### src/rtl/sdes_pkg.sv
`timescale 1ns/1ps
package sdes_pkg;
  typedef enum logic [1:0] {
    MODE_LIVE   = 2'd0,
    MODE_ALT    = 2'd1,
    MODE_BOUND  = 2'd2,
    MODE_IDLE   = 2'd3
  } link_mode_e;

  function automatic logic is_training(link_mode_e m);
    return (m == MODE_ALT) || (m == MODE_BOUND);
  endfunction
endpackage

### src/rtl/sdes_ddr_capture.sv
`timescale 1ns/1ps
module sdes_ddr_capture #(
  parameter int unsigned HIST_W = 23
) (
  input  logic              clk_i,
  input  logic              rst_ni,
  input  logic              sdata_i,
  output logic [HIST_W-1:0] hist_o
);
  logic rise_q, fall_q;
  logic [HIST_W-1:0] hist_q;

  always_ff @(posedge clk_i or negedge rst_ni) begin
    if (!rst_ni) rise_q <= 1'b0;
    else         rise_q <= sdata_i;
  end

  always_ff @(negedge clk_i or negedge rst_ni) begin
    if (!rst_ni) fall_q <= 1'b0;
    else         fall_q <= sdata_i;
  end

  // newest bit at index 0; rising-edge bit is the older of each pair
  always_ff @(posedge clk_i or negedge rst_ni) begin
    if (!rst_ni) hist_q <= '0;
    else         hist_q <= {hist_q[HIST_W-3:0], rise_q, fall_q};
  end

  assign hist_o = hist_q;
endmodule

### src/rtl/sdes_frame_tracker.sv
`timescale 1ns/1ps
module sdes_frame_tracker #(
  parameter int unsigned WORD_W = 12,
  parameter int unsigned PAIRS  = WORD_W / 2,
  parameter int unsigned OFS_W  = $clog2(WORD_W)
) (
  input  logic             clk_i,
  input  logic             rst_ni,
  input  logic             frame_i,
  input  logic             slip_i,
  output logic             eval_o,
  output logic [OFS_W-1:0] offset_o
);
  localparam int unsigned CNT_W = (PAIRS > 1) ? $clog2(PAIRS) : 1;

  logic             frm_q1, frm_q2, framed_q, slip_pend_q, eval_q;
  logic [CNT_W-1:0] cnt_q, cnt_n;
  logic [OFS_W-1:0] ofs_q;
  logic             start;

  assign start = frm_q1 & ~frm_q2;
  assign cnt_n = start ? '0 :
                 (cnt_q == CNT_W'(PAIRS-1)) ? '0 : cnt_q + 1'b1;

  always_ff @(posedge clk_i or negedge rst_ni) begin
    if (!rst_ni) begin
      frm_q1      <= 1'b0;
      frm_q2      <= 1'b0;
      framed_q    <= 1'b0;
      slip_pend_q <= 1'b0;
      cnt_q       <= '0;
      ofs_q       <= '0;
      eval_q      <= 1'b0;
    end else begin
      frm_q1 <= frame_i;
      frm_q2 <= frm_q1;
      cnt_q  <= cnt_n;
      eval_q <= (framed_q | start) && (cnt_n == CNT_W'(PAIRS-1));
      if (start) begin
        framed_q    <= 1'b1;
        slip_pend_q <= 1'b0;
        if (slip_pend_q | slip_i)
          ofs_q <= (ofs_q == OFS_W'(WORD_W-1)) ? '0 : ofs_q + 1'b1;
      end else if (slip_i) begin
        slip_pend_q <= 1'b1;
      end
    end
  end

  assign eval_o   = eval_q;
  assign offset_o = ofs_q;
endmodule

### src/rtl/sdes_word_extract.sv
`timescale 1ns/1ps
module sdes_word_extract #(
  parameter int unsigned WORD_W = 12,
  parameter int unsigned HIST_W = 2 * WORD_W - 1,
  parameter int unsigned OFS_W  = $clog2(WORD_W)
) (
  input  logic [HIST_W-1:0] hist_i,
  input  logic [OFS_W-1:0]  offset_i,
  input  logic              msb_first_i,
  output logic [WORD_W-1:0] window_o,
  output logic [WORD_W-1:0] word_o
);
  logic [WORD_W-1:0] win;
  logic [WORD_W-1:0] rev;

  // win[WORD_W-1] is the earliest bit of the frame
  assign win = hist_i[offset_i +: WORD_W];

  always_comb begin
    for (int i = 0; i < WORD_W; i++) rev[i] = win[WORD_W-1-i];
  end

  assign window_o = win;
  assign word_o   = msb_first_i ? win : rev;
endmodule

### src/rtl/sdes_train_check.sv
`timescale 1ns/1ps
module sdes_train_check
  import sdes_pkg::*;
#(
  parameter int unsigned WORD_W   = 12,
  parameter int unsigned LOCK_RUN = 4,
  parameter int unsigned ERR_W    = 4
) (
  input  logic              clk_i,
  input  logic              rst_ni,
  input  logic              eval_i,
  input  link_mode_e        mode_i,
  input  logic [WORD_W-1:0] window_i,
  output logic              lock_o,
  output logic [ERR_W-1:0]  err_cnt_o
);
  localparam int unsigned RUN_W = $clog2(LOCK_RUN + 1);

  logic [WORD_W-1:0] alt_pat, bound_pat, exp_pat;
  logic [RUN_W-1:0]  run_q, run_n;
  logic [ERR_W-1:0]  err_q;
  logic              lock_q, match;

  always_comb begin
    for (int i = 0; i < WORD_W; i++) begin
      alt_pat[i]   = (((WORD_W - 1 - i) % 2) == 0);
      bound_pat[i] = (i < WORD_W / 2);
    end
  end

  assign exp_pat = (mode_i == MODE_ALT) ? alt_pat : bound_pat;
  assign match   = (window_i == exp_pat);
  assign run_n   = (run_q == RUN_W'(LOCK_RUN)) ? run_q : run_q + 1'b1;

  always_ff @(posedge clk_i or negedge rst_ni) begin
    if (!rst_ni) begin
      run_q  <= '0;
      lock_q <= 1'b0;
      err_q  <= '0;
    end else if (eval_i && is_training(mode_i)) begin
      if (match) begin
        run_q <= run_n;
        if (run_n == RUN_W'(LOCK_RUN)) lock_q <= 1'b1;
      end else begin
        run_q  <= '0;
        lock_q <= 1'b0;
        if (err_q != '1) err_q <= err_q + 1'b1;
      end
    end
  end

  assign lock_o    = lock_q;
  assign err_cnt_o = err_q;
endmodule

### src/rtl/sdes_aligner.sv
`timescale 1ns/1ps
module sdes_aligner
  import sdes_pkg::*;
#(
  parameter int unsigned WORD_W   = 12,
  parameter int unsigned LOCK_RUN = 4,
  parameter int unsigned ERR_W    = 4
) (
  input  logic              clk_i,
  input  logic              rst_ni,
  input  logic              sdata_i,
  input  logic              frame_i,
  input  logic [1:0]        mode_i,
  input  logic              msb_first_i,
  input  logic              slip_i,
  output logic [WORD_W-1:0] word_o,
  output logic              valid_o,
  output logic              lock_o,
  output logic [ERR_W-1:0]  err_cnt_o
);
  localparam int unsigned HIST_W = 2 * WORD_W - 1;
  localparam int unsigned OFS_W  = $clog2(WORD_W);

  link_mode_e        mode;
  logic [HIST_W-1:0] hist;
  logic [OFS_W-1:0]  offset;
  logic [WORD_W-1:0] window, word;
  logic              eval, lock;
  logic [WORD_W-1:0] word_q;
  logic              valid_q;

  assign mode = link_mode_e'(mode_i);

  sdes_ddr_capture #(.HIST_W(HIST_W)) u_cap (
    .clk_i(clk_i), .rst_ni(rst_ni), .sdata_i(sdata_i), .hist_o(hist)
  );

  sdes_frame_tracker #(.WORD_W(WORD_W), .OFS_W(OFS_W)) u_frm (
    .clk_i(clk_i), .rst_ni(rst_ni), .frame_i(frame_i), .slip_i(slip_i),
    .eval_o(eval), .offset_o(offset)
  );

  sdes_word_extract #(.WORD_W(WORD_W), .HIST_W(HIST_W), .OFS_W(OFS_W)) u_ext (
    .hist_i(hist), .offset_i(offset), .msb_first_i(msb_first_i),
    .window_o(window), .word_o(word)
  );

  sdes_train_check #(.WORD_W(WORD_W), .LOCK_RUN(LOCK_RUN), .ERR_W(ERR_W)) u_trn (
    .clk_i(clk_i), .rst_ni(rst_ni), .eval_i(eval), .mode_i(mode),
    .window_i(window), .lock_o(lock), .err_cnt_o(err_cnt_o)
  );

  always_ff @(posedge clk_i or negedge rst_ni) begin
    if (!rst_ni) begin
      word_q  <= '0;
      valid_q <= 1'b0;
    end else begin
      valid_q <= 1'b0;
      if (eval && lock && mode == MODE_LIVE) begin
        word_q  <= word;
        valid_q <= 1'b1;
      end
    end
  end

  assign word_o  = word_q;
  assign valid_o = valid_q;
  assign lock_o  = lock;
endmodule

### config.mk
export PLATFORM = sky130hd
export DESIGN_NAME = sdes_aligner
export DESIGN_NICKNAME = d
export VERILOG_FILES = /design/src/rtl/sdes_pkg.sv /design/src/rtl/sdes_ddr_capture.sv /design/src/rtl/sdes_frame_tracker.sv /design/src/rtl/sdes_word_extract.sv /design/src/rtl/sdes_train_check.sv /design/src/rtl/sdes_aligner.sv
export SDC_FILE = /design/constraint.sdc
export NUM_CORES = 1
export LEC_CHECK = 0
export BUFFER_PORTS_ARGS = -buffer_cell sky130_fd_sc_hd__buf_4
export CORE_UTILIZATION = 56
export CTS_BUF_LIST = sky130_fd_sc_hd__clkbuf_8
export DETAILED_ROUTE_END_ITERATION = 12
export PLACE_DENSITY = 0.78
export SYNTH_ARGS = -nofsm -noshare
export SYNTH_HDL_FRONTEND = slang
export SYNTH_HIERARCHICAL = 1
export SYNTH_SLANG_ARGS = --single-unit
### constraint.sdc
create_clock -name clk_i -period 2.95 [get_ports clk_i]
set_input_delay 0.59 -clock clk_i [delete_from_list [all_inputs] [get_ports clk_i]]
set_output_delay 0.59 -clock clk_i [all_outputs]
set_load 0.005 [all_outputs]
# ---- After elaboration in Yosys (flattened, before gate mapping)
# Cells that the tools add are included.
dict set report word_totals {
  regBits 58
  out_inout_bits 18
  input_bits 8
}
dict set report op_classes {
  bitwise_logic 5
  mux 12
  add_sub_neg 4
  n_reduce_logical 10
  shift 1
  eq_ne 10
}
# operator n
set op_table {}
lappend op_table {{$mux W12} 2}
lappend op_table {{$shiftx A23 B5 Y12} 1}
lappend op_table {{$eq A12 B12 Y1} 1}
lappend op_table {{$eq A3 B3 Y1 const B} 4}
lappend op_table {{$mux W3} 4}
lappend op_table {{$add A4 B1 Y4 const B} 2}
lappend op_table {{$add A3 B1 Y3 const B} 2}
lappend op_table {{$mux W1} 5}
lappend op_table {{$eq A4 B4 Y1 const B} 1}
lappend op_table {{$logic_and A1 B1 Y1} 4}
lappend op_table {{$mux W4} 1}
lappend op_table {{$ne A4 B4 Y1 const B} 1}
lappend op_table {{$reduce_and A2 Y1} 2}
lappend op_table {{$reduce_and A3 Y1} 1}
lappend op_table {{$eq A2 B1 Y1 const B} 1}
lappend op_table {{$eq A2 B2 Y1 const B} 1}
lappend op_table {{$logic_not A2 Y1} 1}
lappend op_table {{$ne A2 B2 Y1 const B} 1}
lappend op_table {{$not A1 Y1} 2}
lappend op_table {{$or A1 B1 Y1} 2}
lappend op_table {{$reduce_bool A2 Y1} 1}
lappend op_table {{$and A1 B1 Y1} 1}
lappend op_table {{$logic_or A1 B1 Y1} 1}

# ---- Longest topological paths before layout
# Gate-level depths: netlist (run 1).
dict set report depth {
  depth_word 5
  depth_mapped 13
  depth_no_buf 10
}

# ---- Hierarchy
# The synthesis (run 1) kept the hierarchy.
# mod area_each_um2 seq_area_each_um2 instances cells_per_inst
set modules_own_cells {}
lappend modules_own_cells {sdes_word_extract 1507.7 0.0 1 210}
lappend modules_own_cells {sdes_ddr_capture 625.6 625.6 1 25}
lappend modules_own_cells {sdes_train_check 534.3 200.2 1 52}
lappend modules_own_cells {sdes_aligner 530.5 325.3 1 27}
lappend modules_own_cells {sdes_frame_tracker 511.7 300.3 1 41}

==> flow_summary.toml, run 1 <==
[outcome]
status = "finished, final reports clean"

[yosys]
synth_edf_count = 0
synth.area.top_cells = "dfrtp_1, mux2i_1, mux2_2"
synth-async-reset-ratio_pct = 100
ys_types = 64
ys_seq_area_share_pct = 39.1
syn_area_um2 = 3710
yosysMostFrequentCell = "dfrtp_1"
avgSynthCellArea_um2 = 10.5
yosysWarnings = 6
synth_seq_cells = 58
syn-instance-count = 355
synth.largest_area_cell = "dfrtp_1"
synthTopCellsByCount = "dfrtp_1, nor2_1, mux2i_1"
syn-num-nets = 368
synth.top_cell.area_share_pct = 38.4
synth_top_flop_cell = "dfrtp_1"

[clock_tree]
clk_pin_slew_ns = 0.07
cts-buffers-inserted = 9
clk_latency_ns = 0.34
cts_tree = "yes"
clock_path_buffers = 2
clockRootBuffer = "clkbuf_8"
cts_num_sinks = 58
cts_max_level = 3

[cells_and_area]
final_area_um2 = 4380
area_delta_synth_final_pct = 18.2
multi_input_area_um2 = 2120
seqCellArea_um2 = 1460
finalCoreUtilization_pct = 68.7
fin_nets = 412
antennaDiodeCount = 0
n_fill_cell = 510
drive_gt1_share_pct = 31.9

[critical_path]
critPathMaxFanout = 13
cp_data_required_time_ns = 3.18
cp-end-kind = "flop"
startpoint_type = "flop"
cp_data_arrival_time_ns = 3.05
crit_type = "flop to flop"
rr_worst_depth = 9

[timing]
maxSlewHeadroom_pct = 53.9
period_minus_slack_ns = 2.81
fmax_mhz = 355
tns_ns = 0
whs_ns = 0.343
skew_ns = 0.0117
setup_viol = 0
rsz0062_at_grt = "no"
drv_slew = 0
period_share_pct = 95.4
hold_violations = 0
tightest_slew_ns = 0.692

[place]
gp_congestion = 0.935
dp_hpwl_um = 5980
placed_area_um2 = 4080
portBuffers = 25

[routing]
drc = 0
wl_um = 8580
dr.pass1.iters = 5
first_iter_violations = 355
ant_nets = 0
via_per_inst = 6.27
drt-wirelength-per-cell_um = 17.8
vias = 3015

[global_route]
grt_pass1_wl_um = 14200
grt_max_degree = 58
track_usage_pct = 26.2
grt_pass1_vias = 2880
grt_remaining_overflow = 0
antenna_found_initial = 0

[power_and_ir_drop]
p_leak_nw = 1.98
power.density_nw_per_um2 = 973
peakVddDrop_v = 0.000629
finalPower_mw = 4.27

[floorplanning]
io_pins = 26
die_w_um = 83.4
start_util_pct = 58.1
std_cell_rows = 29
coreArea_um2 = 6390
die_h_um = 83.4
die_area_um2 = 6950

[min_path]
whs_path_depth = 1
hold_class = "primary input to flop"

[job]
max_cap_violations = 0
==> placed cells by master (no fill, tap or decap), drive strengths merged, types with 4 or more instances in the layout <==
| cell type | netlist | layout |
|---|---|---|
| a211oi | 4 | 4 |
| a21oi | 16 | 16 |
| a31oi | 5 | 5 |
| buf | 13 | 53 |
| clkbuf | 8 | 11 |
| dfrtp | 57 | 57 |
| ha | 5 | 5 |
| inv | 12 | 13 |
| mux2 | 34 | 34 |
| mux2i | 29 | 29 |
| mux4 | 7 | 7 |
| nand2 | 18 | 18 |
| nand2b | 11 | 11 |
| nand3 | 12 | 12 |
| nor2 | 32 | 32 |
| nor2b | 10 | 10 |
| nor3 | 4 | 4 |
| nor4 | 5 | 5 |
| o21ai | 13 | 13 |
| o22ai | 7 | 7 |
| o2bb2ai | 4 | 4 |
==> where the power goes <==
group          total, mW  leakage, nW  switching (mW)  internal, mW
clock network      0.804        0.113           0.312         0.492
logic               2.42         1.15            1.25          1.17
registers           1.04        0.717           0.151         0.888
==> metrics by stage <==
step                std cells  setup WS, ns
detailed placement        462        0.0388
global route              481        0.0198
global placement          462         0.108
finish                    481         0.136
CTS                       478        0.0280
floorplan                 355         0.154
==> worst paths after layout <==
| check | from | to | slack (ns) |
|---|---|---|---|
| max | u_frm/offset_o[1] | u_trn/err_cnt_o[2] | 0.14 |
| min | frame_i | u_frm/frm_q1 | 0.34 |
| min reg2reg | u_cap/rise_q | u_cap/hist_o[1] | 0.35 |
| max reg2reg | u_frm/offset_o[1] | u_trn/err_cnt_o[2] | 0.14 |
| min in group asynchronous | rst_ni | u_cap/hist_o[0] | 0.41 |
| max in group asynchronous | rst_ni | u_cap/fall_q | 1.42 |
==> flip-flops by register name (all words and copies together), names as in the netlist <==
name,flops
u_frm/eval_o,1
u_trn/err_cnt_o,4
u_frm/frm_q1,1
u_trn/lock_o,1
u_frm/framed_q,1
u_frm/slip_pend_q,1
u_frm/frm_q2,1
valid_o,1
u_cap/hist_o,23
u_cap/rise_q,1
u_frm/cnt_q,3
word_o,12
u_frm/offset_o,4
u_trn/run_q,3
u_cap/fall_q,1
==> routing by layer <==
metal	global-route usage (%)	part of all wire, %	wire (µm)	up-vias
li1	-	-	-	1406
met5	0	0	0	-
met4	12.1	3.2	274	0
met3	5.67	5.8	499	32
met1	36.4	46	3930	1463
met2	39.4	45	3870	114
==> logic make-up (layout without fill, tap and decap cells) <==
group | count (synthesis) | after routing | share of synthesized area (%)
buffers and inverters | 34 | 83 | 4.72
adder cells (fa/ha/maj) | 5 | 5 | 1.69
AND/OR/NAND/NOR | 116 | 116 | 17.2
AO/OA/AOI/OAI | 71 | 71 | 13.5
XOR/XNOR | 1 | 1 | 0.236
flip-flops | 58 | 58 | 39.1
multiplexers | 70 | 70 | 23.5
==> timing repair <==
action / CTS / global route
gates resized for setup: 0 / 14
setup endpoints to repair: 0 / 7
buffers inserted: 0 / 2
hold buffers: 0 / 0
==> critical path, stage by stage (launching register included) <==
cell      delay (ns)
dfrtp_2         0.44
buf_8           0.18
mux2_2          0.38
o211ai_1        0.35
o21ai_0         0.22
nor4b_2         0.28
nand4b_1        0.18
a21oi_4         0.26
nor3b_1         0.10
mux2_4          0.31
==> area by class of cell <==
| cell class | count | area share, % |
|---|---|---|
| multi-input combinational | 263 | 48.3 |
| sequential | 58 | 33.2 |
| timing repair buffer | 54 | 10.2 |
| clock buffer | 10 | 3.14 |
| tap | 77 | 2.20 |
| clock inverter | 6 | 1.86 |
| inverter | 13 | 1.11 |
No activity file was read; power rests on OpenSTA's default activity.
==> run 2: changes to the inputs <==
--- a/config.mk
+++ b/config.mk
@@ -10,6 +10,7 @@
 export CTS_BUF_LIST = sky130_fd_sc_hd__clkbuf_8
 export DETAILED_ROUTE_END_ITERATION = 12
 export PLACE_DENSITY = 0.78
+export SETUP_SLACK_MARGIN = 0.4
 export SYNTH_ARGS = -nofsm -noshare
 export SYNTH_HDL_FRONTEND = slang
 export SYNTH_HIERARCHICAL = 1
==> flow_summary.toml, run 2 (same netlist as run 1, synthesis figures left out) <==
[outcome]
status = "finished, final reports clean"

[global_route]
grt_pass1_wl_um = 14700
antenna_found_initial = 0
grt_remaining_overflow = 0
grt_max_degree = 58
track_usage_pct = 27.2
grt_pass1_vias = 2935

[place]
dp_cells = 458
portBuffers = 25
gp_congestion = 0.890
dp_hpwl_um = 6030

[floorplanning]
die_h_um = 83.4
io_pins = 26
coreArea_um2 = 6390
die_area_um2 = 6950
die_w_um = 83.4
start_util_pct = 58.1
std_cell_rows = 29

[clock_tree]
clk_latency_ns = 0.34
cts_max_level = 3
cts_hold_buf = 0
cts_tree = "yes"
clk_pin_slew_ns = 0.06
clock_path_buffers = 2
clockRootBuffer = "clkbuf_8"
cts-buffers-inserted = 9
cts_num_sinks = 58

[timing]
rsz0062_at_grt = "yes"
tns_ns = 0
drv_slew = 0
fmax_mhz = 363
maxSlewHeadroom_pct = 52.8
period_minus_slack_ns = 2.76
tightest_slew_ns = 0.708
setup_viol = 0
skew_ns = 0.0128
hold_violations = 0
period_share_pct = 93.5

[routing]
wl_met2_um = 4020
drc = 0
vias = 2997
drt-wirelength-per-cell_um = 18.1
first_iter_violations = 331
wl_um = 8780
wl_met1_um = 3940
top_layer = "met4"
ant_nets = 0
via_per_inst = 6.17
wl_met3_um = 572
dr.pass1.iters = 6

[power_and_ir_drop]
power.density_nw_per_um2 = 975
p_leak_nw = 2.01
peakVddDrop_v = 0.000525
finalPower_mw = 4.33

[min_path]
hold_class = "primary input to flop"
min_from = "frame_i"

[cells_and_area]
largest_reg_flops = 23
final_cell_mix = "buf_4, dfrtp_1, nor2_1"
finalCoreUtilization_pct = 69.6
drive_gt1_share_pct = 33.0
antennaDiodeCount = 0
final_cells = 486
area_delta_synth_final_pct = 19.8
fin_nets = 417

[critical_path]
critPathMaxFanout = 9
worst_path_dominant_cell_family = "compound AO/OA/AOI/OAI gates"
startpoint_type = "flop"
critPathMaxStageDelay_ns = 0.45
cp_data_arrival_time_ns = 2.98
cp-end-kind = "flop"
cp_data_required_time_ns = 3.17
cp_slowest_cell = "dfrtp_2"
worst-path-buf-inv = 1
cp-startpoint = "u_frm/offset_o[1]"
crit_type = "flop to flop"
path_cells = "buf_12 -> mux2_2 -> o211ai_1 -> o21ai_0 -> and4b_1 -> nand3_1 -> a21oi_4 -> a311oi_2 -> mux2_4"
r2r-start = "u_frm/offset_o[1]"

[job]
max_cap_violations = 0
-- run 2: cell count changes in the layout (fill, tap and decap cells not counted), moves of 2 or more --
cell | previous run | this run
a211oi_1 | 4 | 2
a211oi_2 | 0 | 2
buf_12 | 1 | 3
buf_4 | 50 | 54
clkbuf_8 | 10 | 12
mux2i_2 | 2 | 4
-- run 2: area by class of cell --
type,count,area (µm²)
fillers,447,1940
well taps,77,96.3
clock inverters,4,42.5
inverters,13,48.8
flip-flops and latches,58,1460
clock buffers,12,165
multi-input cells,263,2130
repair buffers,59,504
-- run 2: worst paths after layout --
check                                endpoint  slack [ns]  cells after the start
hold reg to reg               u_cap/hist_o[1]        0.38                      0
setup / recovery           u_trn/err_cnt_o[1]        0.19                      9
max in group asynchronous        u_cap/fall_q        1.42                      1
setup reg to reg           u_trn/err_cnt_o[1]        0.19                      9
min in group asynchronous     u_cap/hist_o[9]        0.41                      2
hold / removal                   u_frm/frm_q1        0.36                      1
-- run 2: per-layer routing --
layer / track usage (%) / vias up
li1: - / 1408
met1: 38.5 / 1425
met2: 40.0 / 139
met3: 4.67 / 25
met4: 14.3 / 0
met5: 0 / -
-- run 2: stage by stage --
stage / hold WS (ns) / cell area, µm² / worst slack [ns]
after floorplan: 0.294 / 3720 / 0.231
after global placement: 0.335 / 4080 / 0.0721
after detailed placement: 0.359 / 4080 / 0.0260
after CTS: 0.351 / 4410 / 0.245
after global routing: 0.348 / 4440 / 0.0384
final: 0.361 / 4440 / 0.192
-- run 2: report_power, final --
group,internal (mW),switching (mW),total [mW]
logic,1.27,1.29,2.56
clock network,0.452,0.302,0.754
registers,0.887,0.137,1.02
-- run 2: repair_timing --
action	in CTS	in global routing
setup buffers	10	1
pin swaps	3	4
cloned	1	0
gates resized for setup	9	6
setup endpoints to repair	8	8
